**config.mk**
```make
export PLATFORM = sky130hd
export DESIGN_NAME = ts_timer
export DESIGN_NICKNAME = d
export VERILOG_FILES = /design/src/rtl/ts_timer_pkg.sv /design/src/rtl/ts_cfg_reg.sv /design/src/rtl/ts_prescaler.sv /design/src/rtl/ts_count.sv /design/src/rtl/ts_timer.sv
export SDC_FILE = /design/constraint.sdc
export NUM_CORES = 1
export LEC_CHECK = 0
export ABC_AREA = 1
export BUFFER_PORTS_ARGS = -buffer_cell sky130_fd_sc_hd__buf_4
export CAP_MARGIN = 0
export CELL_PAD_IN_SITES_DETAIL_PLACEMENT = 1
export CELL_PAD_IN_SITES_GLOBAL_PLACEMENT = 1
export CORE_MARGIN = 5
export CORE_UTILIZATION = 41
export DETAILED_ROUTE_END_ITERATION = 10
export PLACE_DENSITY_LB_ADDON = 0.1
export SLEW_MARGIN = 20
export SYNTH_ARGS = -nofsm -noshare
export SYNTH_HDL_FRONTEND = slang
export SYNTH_SLANG_ARGS = --single-unit
```
**constraint.sdc**
```tcl
create_clock -name clk -period 3.75 [get_ports clk]
set_clock_uncertainty 0.1 [all_clocks]
set_input_delay 0.75 -clock clk [delete_from_list [all_inputs] [get_ports clk]]
set_output_delay 0.75 -clock clk [all_outputs]
set_load 0.05 [all_outputs]
```
**src/rtl/ts_timer_pkg.sv**
```systemverilog
// Shared types and field layout for the timestamp timer.
package ts_timer_pkg;
    // Timebase codes; the numeric values are the software-visible source codes.
    typedef enum logic [1:0] {
        TB_NS = 2'd0,
        TB_US = 2'd1,
        TB_MS = 2'd2
    } timebase_e;

    localparam int REG_W       = 32;  // register data width
    localparam int SRC_FIELD_W = 8;   // width of the source field
    localparam int HOLD_BIT    = 8;   // position of the zero-hold bit
    localparam int MAX_SRC     = 2;   // highest legal source code
endpackage

```
**src/rtl/ts_cfg_reg.sv**
```systemverilog
// Configuration register: stores the timebase source and the zero-hold bit.
// Assumes a single-cycle write strobe. Writes carrying an illegal source
// code are dropped whole. Flags a restart when a legal write changes the source.
module ts_cfg_reg
    import ts_timer_pkg::*;
(
    input  logic             clk,
    input  logic             rst_n,
    input  logic             wr_en,
    input  logic [REG_W-1:0] wr_data,
    output timebase_e        src,
    output logic             hold,
    output logic             restart
);
    timebase_e src_q;
    logic      hold_q;
    logic      src_ok;
    logic      accept;
    timebase_e new_src;

    // Decode the write: legality of the source field and the new code.
    always_comb begin
        src_ok  = (wr_data[SRC_FIELD_W-1:0] <= SRC_FIELD_W'(MAX_SRC));
        new_src = timebase_e'(wr_data[1:0]);
        accept  = wr_en && src_ok;
        restart = accept && (new_src != src_q);
    end

    // Hold the configuration; only legal writes land.
    always_ff @(posedge clk) begin
        if (!rst_n) begin
            src_q  <= TB_NS;
            hold_q <= 1'b0;
        end else if (accept) begin
            src_q  <= new_src;
            hold_q <= wr_data[HOLD_BIT];
        end
    end

    assign src  = src_q;
    assign hold = hold_q;

    // An illegal source write must leave both fields untouched.
    assert_bad_src_ignored_R8 : assert property (@(posedge clk) disable iff (!rst_n)
        (wr_en && !src_ok) |=> ($stable(src_q) && $stable(hold_q)));

    // The stored source never takes the unused code.
    assert_src_legal_R8 : assert property (@(posedge clk) disable iff (!rst_n)
        src_q != timebase_e'(2'd3));
endmodule

```
**src/rtl/ts_prescaler.sv**
```systemverilog
// Timebase prescaler: makes a one-cycle tick at the rate of the selected timebase.
// Nanosecond mode ticks every cycle. Microsecond and millisecond modes divide
// by US_DIV and MS_DIV. The phase counter clears while held and on a source change.
module ts_prescaler
    import ts_timer_pkg::*;
#(
    parameter int US_DIV = 50,
    parameter int MS_DIV = 50000
) (
    input  logic      clk,
    input  logic      rst_n,
    input  timebase_e src,
    input  logic      hold,
    input  logic      restart,
    output logic      tick
);
    localparam int MAX_DIV = (MS_DIV > US_DIV) ? MS_DIV : US_DIV;
    localparam int PRE_W   = (MAX_DIV > 1) ? $clog2(MAX_DIV) : 1;

    logic [PRE_W-1:0] phase_q;
    logic [PRE_W-1:0] limit;
    logic             at_limit;

    // Pick the terminal phase for the active divider and raise the tick.
    always_comb begin
        limit    = (src == TB_US) ? PRE_W'(US_DIV - 1) : PRE_W'(MS_DIV - 1);
        at_limit = (phase_q == limit);
        unique case (src)
            TB_NS:   tick = !hold;
            TB_US,
            TB_MS:   tick = !hold && at_limit;
            default: tick = 1'b0;
        endcase
    end

    // Advance the phase; clear it when held, restarted or idle in nanosecond mode.
    always_ff @(posedge clk) begin
        if (!rst_n) begin
            phase_q <= '0;
        end else if (hold || restart || (src == TB_NS) || at_limit) begin
            phase_q <= '0;
        end else begin
            phase_q <= phase_q + 1'b1;
        end
    end

    // No tick may escape while the counter is held at zero.
    assert_quiet_in_hold_R3 : assert property (@(posedge clk) disable iff (!rst_n)
        hold |-> !tick);

    // After a restart in a divided mode the next edge cannot tick.
    assert_restart_no_early_tick_R9 : assert property (@(posedge clk) disable iff (!rst_n)
        (restart && !hold) |=> ((src == TB_NS) || !tick));
endmodule

```
**src/rtl/ts_count.sv**
```systemverilog
// Timestamp count: adds the timebase step on each tick, zero while held.
// Wraps modulo 2^COUNT_W. The step is NS_STEP in nanosecond mode and 1 otherwise.
module ts_count
    import ts_timer_pkg::*;
#(
    parameter int COUNT_W = 32,
    parameter int NS_STEP = 20
) (
    input  logic               clk,
    input  logic               rst_n,
    input  timebase_e          src,
    input  logic               hold,
    input  logic               tick,
    output logic [COUNT_W-1:0] count
);
    logic [COUNT_W-1:0] count_q;
    logic [COUNT_W-1:0] step;

    // Step size follows the timebase unit.
    always_comb begin
        step = (src == TB_NS) ? COUNT_W'(NS_STEP) : COUNT_W'(1);
    end

    // Accumulate; the adder carry-out is dropped so the count wraps.
    always_ff @(posedge clk) begin
        if (!rst_n || hold) begin
            count_q <= '0;
        end else if (tick) begin
            count_q <= count_q + step;
        end
    end

    assign count = count_q;

    // Held counter reads zero on the following edge.
    assert_hold_zero_R3 : assert property (@(posedge clk) disable iff (!rst_n)
        hold |=> (count_q == '0));

    // Without a tick the count does not move.
    assert_idle_stable_R6 : assert property (@(posedge clk) disable iff (!rst_n)
        (!hold && !tick) |=> $stable(count_q));
endmodule

```
**src/rtl/ts_timer.sv**
```systemverilog
// Timestamp timer top: configuration register, prescaler and counter.
// Assumes a 50 MHz clock for the default dividers. Register 0 is the
// configuration and register 1 the read-only count. Reads are combinational.
module ts_timer
    import ts_timer_pkg::*;
#(
    parameter int COUNT_W = 32,
    parameter int NS_STEP = 20,
    parameter int US_DIV  = 50,
    parameter int MS_DIV  = 50000
) (
    input  logic             clk,
    input  logic             rst_n,
    input  logic             reg_we,
    input  logic             reg_sel,
    input  logic [REG_W-1:0] reg_wdata,
    output logic [REG_W-1:0] reg_rdata
);
    timebase_e          src;
    logic               hold;
    logic               restart;
    logic               tick;
    logic [COUNT_W-1:0] count;
    logic [REG_W-1:0]   count_word;
    logic [REG_W-1:0]   cfg_word;

    ts_cfg_reg u_cfg (
        .clk     (clk),
        .rst_n   (rst_n),
        .wr_en   (reg_we && !reg_sel),
        .wr_data (reg_wdata),
        .src     (src),
        .hold    (hold),
        .restart (restart)
    );

    ts_prescaler #(.US_DIV(US_DIV), .MS_DIV(MS_DIV)) u_pre (
        .clk     (clk),
        .rst_n   (rst_n),
        .src     (src),
        .hold    (hold),
        .restart (restart),
        .tick    (tick)
    );

    ts_count #(.COUNT_W(COUNT_W), .NS_STEP(NS_STEP)) u_cnt (
        .clk   (clk),
        .rst_n (rst_n),
        .src   (src),
        .hold  (hold),
        .tick  (tick),
        .count (count)
    );

    // Zero-extend a narrow count to the register width.
    generate
        if (COUNT_W < REG_W) begin : g_ext
            assign count_word = {{(REG_W-COUNT_W){1'b0}}, count};
        end else begin : g_full
            assign count_word = count[REG_W-1:0];
        end
    endgenerate

    // Build the configuration read word and select the register.
    always_comb begin
        cfg_word              = '0;
        cfg_word[1:0]         = src;
        cfg_word[HOLD_BIT]    = hold;
        reg_rdata             = reg_sel ? count_word : cfg_word;
    end

    // A source change with no tick in flight leaves the count alone.
    assert_change_keeps_count_R9 : assert property (@(posedge clk) disable iff (!rst_n)
        (restart && !tick && !hold) |=> $stable(count));

    // Configuration read never shows bits beyond the defined fields.
    assert_cfg_clean_R2 : assert property (@(posedge clk) disable iff (!rst_n)
        !reg_sel |-> (reg_rdata[REG_W-1:HOLD_BIT+1] == '0));
endmodule

```
==> impl_metrics.py <==
metrics = {
    "sta": {
        "tns_ns": 0,
        "hold_violations": 0,
        "worst_slew_pin_slew_ns": 0.996,
        "slew_viol_final": 0,
        "fin_crit_ns": 2.68,
        "setup_viol": 0,
        "rsz0062_at_grt": "false",
        "post-route-period-util": 0.715,
        "fmax_mhz": 373,
        "max_slew_margin": 0.335,
    },
    "power": {
        "ir_drop_mv": 0.139,
        "power.leakage_nw": 1.77,
        "powerDensity_mw_per_mm2": 255,
    },
    "logic_synthesis": {
        "yosysWarnings": 0,
        "avgSynthCellArea_sq_um": 6.14,
        "syn_nets": 622,
        "synthMuxAreaShare": 0,
        "async_flop_share": 0,
        "synth_edf_count": 0,
        "ys.flop_type": "dfxtp_1",
        "synth_fa_ha_area_frac": 0.0282,
        "yosys.area_share.simple": 0.437,
        "ys_top_cells_by_area": "dfxtp_1 29%, nand2_1 19%, inv_1 8.5%",
        "synth_top_area_frac": 0.288,
        "synth_compound_area_frac": 0.0680,
        "synth_largest_area_cell": "dfxtp_1",
        "synth_top_family_by_area": "simple AND/OR/NAND/NOR gates",
        "synthesis.area_sq_mm": 0.00355,
        "synthCells": 578,
        "ys_seq_area_frac": 0.288,
        "synth-xor-area-share": 0.0567,
        "synth_seq_cells": 51,
        "synth_cell_types": 34,
    },
    "clock_network": {
        "cts_max_level": 2,
        "insertion_delay_ns": 0.31,
        "clk_path_buf_depth": 2,
        "postCtsSetupRepairBufs": 0,
        "cts.sinks": 51,
        "ctsHoldBuffers": 0,
        "tritoncts.num_buffers": 5,
        "cts_resized": 0,
        "cts_tree": "yes",
        "cts_root_buf": "clkbuf_8",
        "clk_pin_slew_worst_paths_ns": 0.11,
    },
    "routing": {
        "drt_iter0_drc": 94,
        "num_vias": 3658,
        "wl_per_cell_um": 14.1,
        "drt-total-wl_um": 10200,
        "viasPerCell": 5.06,
        "drcViolationCount": 0,
        "first_pass_iters": 4,
        "ant_nets": 0,
    },
    "final_layout": {
        "n_antenna_cell": 0,
        "final_cells": 723,
        "fill_cells": 1208,
        "syn_to_final_growth_pct": 12.5,
        "fin_nets": 658,
        "final_layout_size_suffix_gt1_frac": 0.132,
    },
    "grt": {
        "grt_overflow_total": 0,
        "grt_max_degree": 37,
        "grtUsageTotal": 0.209,
        "grt_pass1_vias": 3712,
        "antenna_found_initial": 0,
        "grt_pass1_wl_um": 17700,
    },
    "floorplan": {
        "die_y_um": 103,
        "initial_core_util": 0.413,
        "io_pins": 68,
        "rows": 34,
        "die_w_um": 103,
        "core_area_sq_mm": 0.00859,
        "dieArea_sq_mm": 0.0106,
    },
    "worst_setup_path": {
        "crit_type": "reg -> reg",
        "cp_data_arrival_time_ns": 2.76,
        "crit_path_start_kind": "flip-flop",
        "worstSetupEndpointType": "flip-flop",
        "crit_required_ns": 3.83,
        "critPathMaxFanout": 8,
    },
    "placed_design": {
        "dp_cells": 715,
        "gp_congestion": 0.879,
        "portBuffers": 44,
        "dp_hpwl_um": 7890,
    },
    "min_path": {
        "hp-class": "reg -> reg",
    },
    "outcome": {
        "outcome": "finished, final reports clean",
    },
    "flow_run": {
        "maxCapViolCount": 0,
    },
}
-- worst max-delay path, stage by stage, from the launching register on --
cell	delay (ns)
dfxtp_1	0.41
inv_1	0.10
ha_1	0.26
inv_1	0.17
ha_1	0.24
ha_1	0.20
nand3_1	0.09
nand2_1	0.16
nand2_1	0.09
nand2_2	0.20
nand2_2	0.12
nor3_2	0.16
nand3_1	0.10
nand2_1	0.12
nor2_1	0.04
-- area by class of cell --
type | instances | area, sq um | area share
inverters | 84 | 315 | 0.0789
clock inverters | 3 | 20.0 | 0.00501
multi-input cells | 427 | 2100 | 0.525
flip-flops and latches | 51 | 1020 | 0.256
repair buffers | 45 | 338 | 0.0846
clock buffers | 5 | 68.8 | 0.0172
well taps | 108 | 135 | 0.0338
-- registers in the layout, summed over array words and instances (netlist names) --
signal,cells
u_pre.phase_q,16
u_cfg.src,2
u_cnt.count,32
u_cfg.hold,1
-- stage by stage --
stage	util	power (mW)	setup slack [ns]	instance area [sq um]	hold slack, ns
finish	0.465	1.02	1.07	3990	0.385
global route	0.465	1.07	0.772	3990	0.426
CTS	0.465	1.03	1.06	3990	0.397
detailed placement	0.454	0.695	1.07	3910	0.376
global placement	0.454	0.689	1.14	3910	0.368
floorplan	-	0.657	0.899	3550	0.330
-- path summary, 6_finish.rpt --
path	slack, ns	start	end	cells after the start
worst min-delay path	0.39	u_pre.phase_q[0]	u_pre.phase_q[0]	1
worst min register to register	0.39	u_pre.phase_q[0]	u_pre.phase_q[0]	1
worst max-delay path	1.07	u_cfg.src[0]	u_cnt.count[22]	14
worst max register to register	1.07	u_cfg.src[0]	u_cnt.count[22]	14
-- cells in the final DEF, fill, tap and decap left out, drive strengths merged --
cell / instances
nand2: 187
nand3: 60
clkbuf: 5
xnor2: 6
ha: 8
nor4: 2
a31oi: 1
buf: 45
inv: 83
clkinvlp: 2
nand4: 7
xor2: 17
dfxtp: 51
a21oi: 31
o21ai: 13
and3: 1
clkinv: 2
or2: 1
nor2: 72
and2: 2
nor3: 15
nand3b: 4
-- Yosys cell counts (7+ instances only) --
cell type and n:
nor3_1 11, nor2_1 68, nand2_1 181, dfxtp_1 51, ha_1 8, nand4_1 7
buf_6 7, xor2_1 17, a21oi_1 29, nand3_1 56, o21ai_0 12, inv_1 80
-- logic make-up (layout without fill, tap and decap cells) --
logic type,count (synthesis),count (layout)
DFF,51,51
adders and majority gates,8,8
AOI/OAI and AO/OA,45,45
xor gates and xnor gates,23,23
and+or+nand+nor,351,351
buffers and inverters,100,137
-- power by group --
| part | total (mW) | switching [mW] | internal [mW] |
|---|---|---|---|
| sequential | 0.564 | 0.0137 | 0.550 |
| clock | 0.337 | 0.207 | 0.131 |
| combinational | 0.118 | 0.0786 | 0.0393 |
| total | 1.02 | 0.299 | 0.720 |
-- metal layers --
metal  routed length (um)  up-vias  global-route usage  part of all wire
li1                     -     1867                   -                 -
met1                 4830     1745               0.271              0.47
met2                 5030       38               0.372              0.49
met3                  262        8              0.0257             0.026
met4                   80        0              0.0398            0.0078
met5                    0        -                   0                 0
Power figures use the tool's default switching activity.
